$ cat src/rtl/qdac_pkg.sv
package qdac_pkg;
  // Strobes from the control to the datapath, one cycle wide except xfer
  typedef struct packed {
    logic shift;     // capture one data bit
    logic loadFall;  // load strobe fell (any bit count)
    logic commit;    // load strobe fell on a complete frame
    logic xfer;      // update strobe is low: staging to output
  } qdac_ctl_t;
endpackage

$ cat src/rtl/qdac_ctrl.sv
module qdac_ctrl
  import qdac_pkg::*;
#(
  parameter int FRAME_LEN   = 11,
  parameter int SYNC_STAGES = 2,
  parameter int CNT_W       = $clog2(FRAME_LEN + 2)
) (
  input  logic             clk,
  input  logic             rstN,
  input  logic             serClk,
  input  logic             serData,
  input  logic             serLoad,
  input  logic             serLdac,
  output logic             dataBit,
  output qdac_ctl_t        ctl,
  output logic [CNT_W-1:0] bitCnt,
  output logic             frameErr
);
  // pin order: {ldac, load, data, clk}; strobes idle high, clock idle low
  localparam logic [3:0]       IDLE_PINS = 4'b1100;
  localparam logic [CNT_W-1:0] FULL_CNT  = CNT_W'(FRAME_LEN);
  localparam logic [CNT_W-1:0] OVER_CNT  = CNT_W'(FRAME_LEN + 1);

  logic [3:0] pinsIn;
  logic [3:0] syncQ [SYNC_STAGES];
  logic [3:0] pinsS;
  logic [3:0] pinsPrev;
  logic       clkFall;
  logic       loadFall;

  assign pinsIn = {serLdac, serLoad, serData, serClk};

  always_ff @(posedge clk or negedge rstN) begin
    if (!rstN) begin
      for (int s = 0; s < SYNC_STAGES; s++) syncQ[s] <= IDLE_PINS;
      pinsPrev <= IDLE_PINS;
    end else begin
      syncQ[0] <= pinsIn;
      for (int s = 1; s < SYNC_STAGES; s++) syncQ[s] <= syncQ[s-1];
      pinsPrev <= syncQ[SYNC_STAGES-1];
    end
  end

  assign pinsS    = syncQ[SYNC_STAGES-1];
  assign clkFall  = pinsPrev[0] & ~pinsS[0];
  assign loadFall = pinsPrev[2] & ~pinsS[2];
  assign dataBit  = pinsS[1];

  always_ff @(posedge clk or negedge rstN) begin
    if (!rstN) begin
      bitCnt   <= '0;
      frameErr <= 1'b0;
    end else begin
      if (loadFall) begin
        bitCnt <= '0;
        if (bitCnt != FULL_CNT) frameErr <= 1'b1;
      end else if (clkFall && bitCnt != OVER_CNT) begin
        bitCnt <= bitCnt + 1'b1;
      end
    end
  end

  always_comb begin
    ctl.shift    = clkFall;
    ctl.loadFall = loadFall;
    ctl.commit   = loadFall && (bitCnt == FULL_CNT);
    ctl.xfer     = ~pinsS[3];
  end
endmodule

$ cat src/rtl/qdac_datapath.sv
module qdac_datapath
  import qdac_pkg::*;
#(
  parameter int CHANNELS = 4,
  parameter int CODE_W   = 8,
  parameter int SEL_W    = $clog2(CHANNELS),
  parameter int FRAME_LEN = SEL_W + 1 + CODE_W
) (
  input  logic                       clk,
  input  logic                       rstN,
  input  logic                       dataBit,
  input  qdac_ctl_t                  ctl,
  output logic [CHANNELS*CODE_W-1:0] inCode,
  output logic [CHANNELS-1:0]        inGain,
  output logic [CHANNELS*CODE_W-1:0] outCode,
  output logic [CHANNELS-1:0]        outGain
);
  logic [FRAME_LEN-1:0] shiftReg;
  logic [SEL_W-1:0]     cmdSel;
  logic                 cmdGain;
  logic [CODE_W-1:0]    cmdCode;

  always_ff @(posedge clk or negedge rstN) begin
    if (!rstN) shiftReg <= '0;
    else if (ctl.shift) shiftReg <= {shiftReg[FRAME_LEN-2:0], dataBit};
  end

  assign cmdSel  = shiftReg[FRAME_LEN-1 -: SEL_W];
  assign cmdGain = shiftReg[CODE_W];
  assign cmdCode = shiftReg[CODE_W-1:0];

  for (genvar ch = 0; ch < CHANNELS; ch++) begin : g_chan
    always_ff @(posedge clk or negedge rstN) begin
      if (!rstN) begin
        inCode[ch*CODE_W +: CODE_W]  <= '0;
        inGain[ch]                   <= 1'b0;
        outCode[ch*CODE_W +: CODE_W] <= '0;
        outGain[ch]                  <= 1'b0;
      end else begin
        if (ctl.commit && cmdSel == SEL_W'(ch)) begin
          inCode[ch*CODE_W +: CODE_W] <= cmdCode;
          inGain[ch]                  <= cmdGain;
        end
        if (ctl.xfer) begin
          outCode[ch*CODE_W +: CODE_W] <= inCode[ch*CODE_W +: CODE_W];
          outGain[ch]                  <= inGain[ch];
        end
      end
    end
  end
endmodule

$ cat src/rtl/qdac_cmd_rx.sv
module qdac_cmd_rx
  import qdac_pkg::*;
#(
  parameter int CHANNELS    = 4,
  parameter int CODE_W      = 8,
  parameter int SYNC_STAGES = 2
) (
  input  logic                       clk,
  input  logic                       rstN,
  input  logic                       serClk,
  input  logic                       serData,
  input  logic                       serLoad,
  input  logic                       serLdac,
  output logic [CHANNELS*CODE_W-1:0] outCode,
  output logic [CHANNELS-1:0]        outGain,
  output logic                       frameErr
);
  localparam int SEL_W     = $clog2(CHANNELS);
  localparam int FRAME_LEN = SEL_W + 1 + CODE_W;
  localparam int CNT_W     = $clog2(FRAME_LEN + 2);

  qdac_ctl_t                  ctl;
  logic                       dataBit;
  logic [CNT_W-1:0]           bitCnt;
  logic [CHANNELS*CODE_W-1:0] inCode;
  logic [CHANNELS-1:0]        inGain;

  qdac_ctrl #(
    .FRAME_LEN(FRAME_LEN), .SYNC_STAGES(SYNC_STAGES), .CNT_W(CNT_W)
  ) u_ctrl (
    .clk(clk), .rstN(rstN), .serClk(serClk), .serData(serData),
    .serLoad(serLoad), .serLdac(serLdac), .dataBit(dataBit),
    .ctl(ctl), .bitCnt(bitCnt), .frameErr(frameErr)
  );

  qdac_datapath #(
    .CHANNELS(CHANNELS), .CODE_W(CODE_W), .SEL_W(SEL_W), .FRAME_LEN(FRAME_LEN)
  ) u_dp (
    .clk(clk), .rstN(rstN), .dataBit(dataBit), .ctl(ctl),
    .inCode(inCode), .inGain(inGain), .outCode(outCode), .outGain(outGain)
  );
endmodule

$ cat config.mk
export PLATFORM = sky130hd
export DESIGN_NAME = qdac_cmd_rx
export DESIGN_NICKNAME = d
export VERILOG_FILES = /design/src/rtl/qdac_pkg.sv /design/src/rtl/qdac_ctrl.sv /design/src/rtl/qdac_datapath.sv /design/src/rtl/qdac_cmd_rx.sv
export SDC_FILE = /design/constraint.sdc
export NUM_CORES = 1
export LEC_CHECK = 0
export BUFFER_PORTS_ARGS = -buffer_cell sky130_fd_sc_hd__buf_2
export CAP_MARGIN = 30
export CORE_MARGIN = 2
export CORE_UTILIZATION = 45
export DETAILED_ROUTE_END_ITERATION = 8
export GPL_TIMING_DRIVEN = 0
export SYNTH_ARGS = -nofsm -noshare
export SYNTH_HDL_FRONTEND = slang
export SYNTH_HIERARCHICAL = 1
export SYNTH_SLANG_ARGS = --single-unit
$ cat constraint.sdc
create_clock -name clk -period 3.5 [get_ports clk]
set_input_delay 1.05 -clock clk [delete_from_list [all_inputs] [get_ports clk]]
set_output_delay 1.05 -clock clk [all_outputs]
set_load 0.05 [all_outputs]
==> metrics.csv <==
metric,value,unit
clock root buffer master,clkbuf_8,
Final period util,64.7,%
warnings from Yosys,6,
die area,8880,µm²
initial antenna violation count,0,
Seq pwr share,56.2,%
CP arrival,2.50,ns
via-per-instance ratio,5.00,
largest net degree at the start of global routing,67,
Worst Clk Skew,0.00804,ns
clock share of power,38.3,%
critical path class,reg2reg,
Net Sw Frac,22.5,%
P&R area growth vs syn,16.9,%
H-Tree Depth,3,
"Net Count, Synth",227,
clk_lat worst skew,0.35,ns
crit end category,register,
drt drc,0,
"critical path fanouts, max",9,
Clock transition at path regs,0.09,ns
area of the core,7810,µm²
final non-filler cell total,380,
MaxCap Viol Count,0,
first-pass GRT wire length,10000,µm
CTS Buf Count,9,
RSZ-0062 raised after global routing,false,
Die Wd,94.2,µm
cell area after synthesis,3660,µm²
Hold Crit Class,reg2reg,
Critical Path Source Type,register,
CTS tree,built,
Std-Cell Rows,32,
cells resized by post-CTS repair,0,
final antenna-violating net count,0,
WL/cell,15.9,µm
Final Critical Period,2.26,ns
status,"finished, final reports clean",
Post-Syn Instances,219,
number of global-route vias before repair,1919,
RePlAce Congestion,0.696,
num ports,43,
P_sw,517,µW
layout cells sized above 1,57.6,%
HPWL after DPL,3870,µm
gr usage total,15.2,%
Leak,0.00224,µW
nets@finish,281,
Clock Path Buffers,2,
Chip Height,94.2,µm
Final WS setup,1.24,ns
post-placement cell count,364,
Combinational Power Share,5.5,%
relative slew slack,59.1,%
CTS sink count,98,
DRT Pass-1 Iters,4,
worst path required time,3.73,ns
Peak supply drop,0.000250,V
Detailed Route WL,6040,µm
hold_buf cts,0,
ANT cells,0,
dpl ws,1.28,ns
final hold vios,0,
postcts setup bufs,0,
Max Fclk,442,MHz
design area,4280,µm²
syn avg cell area,16.7,µm²
total gr overflow,0,
Fin Setup TNS,0,ns
Setup Viol. Count Final,0,
vias,1900,
Detailed Route Iter0 Violations,78,
Slew Limit Fails,0,
placed cell area,4030,µm²
Port Buf Inserts,42,
"commonest cells after routing, fill and taps aside","93 x dfrtp_1, 83 x mux2_2, 46 x buf_2, 11 x clkbuf_8, 5 x dfstp_2",
"commonest non-fill, non-tap cell in the layout",dfrtp_1,
cell-internal power,1780,µW
initial core utilization,46.9,%
power density cells,536,nW/µm²
worst-margin pin slew,0.613,ns
power by group through the flow:
stage | Sequential, µW | Combinational (µW) | Clock [µW]
6_report | 1290 | 127 | 880
5_1_grt | 1310 | 142 | 952
4_1_cts | 1290 | 130 | 913
3_5_place_dp | 1310 | 130 | 0
3_3_place_gp | 1310 | 122 | 0
2_1_floorplan | 1280 | 88.0 | 0
per-stage QoR:
| stage | power [µW] | utilization [%] | hold slack, ns |
|---|---|---|---|
| 6_report | 2300 | 54.9 | 0.357 |
| 3_5_place_dp | 1440 | 51.6 | 0.338 |
| 3_3_place_gp | 1430 | 51.2 | 0.335 |
| 5_1_grt | 2400 | 54.9 | 0.370 |
| 2_1_floorplan | 1360 | - | 0.331 |
| 4_1_cts | 2330 | 54.9 | 0.359 |
worst paths after layout:
path / startpoint / endpoint / slack (ns) / cells after the start
worst max-delay path: u_ctrl/bitCnt[1] / u_dp/inCode[0] / 1.24 / 6
worst min-delay path: u_ctrl/syncQ[4] / u_ctrl/pinsS[0] / 0.36 / 0
worst max register to register: u_ctrl/bitCnt[1] / u_dp/inCode[0] / 1.24 / 6
worst min register to register: u_ctrl/syncQ[4] / u_ctrl/pinsS[0] / 0.36 / 0
max in group asynchronous: rstN / u_dp/inCode[26] / 2.20 / 2
min in group asynchronous: rstN / u_ctrl/bitCnt[0] / 0.64 / 1
sequential cells by signal, indices dropped and copies added, names as in the netlist:
signal and count:
u_ctrl/bitCnt 4, u_ctrl/pinsPrev 2, u_dp/shiftReg 11, u_ctrl/syncQ 4
u_dp/outCode 32, u_ctrl/frameErr 1, u_ctrl/pinsS 4, u_dp/inGain 4
u_dp/outGain 4, u_dp/inCode 32
worst max-delay path: stages, from the launching register on:
cell and delay, ns:
dfrtp_1 0.43, ha_1 0.23, nand3b_1 0.13, nor3b_1 0.54, nor3b_2 0.26, buf_4 0.22
mux2_2 0.35
layer usage:
layer / part of all wire (%) / vias to the layer above / global-route usage [%]
met4: 1.9 / 0 / 6.88
li1: - / 883 / -
met2: 46 / 34 / 22.1
met5: 0 / - / 0
met3: 3.4 / 9 / 3.29
met1: 48 / 974 / 21.9
layout make-up:
class                      instances  area [µm²]
buffer                             8        43.8
clock buffer                      12         155
clock inverter                     4        97.6
fill                             665        3520
inverter                           4        20.0
multi-input combinational        109        1140
sequential                        98        2460
tap                              102         128
timing repair buffer              43         240
(Power assumes the default switching activity.)
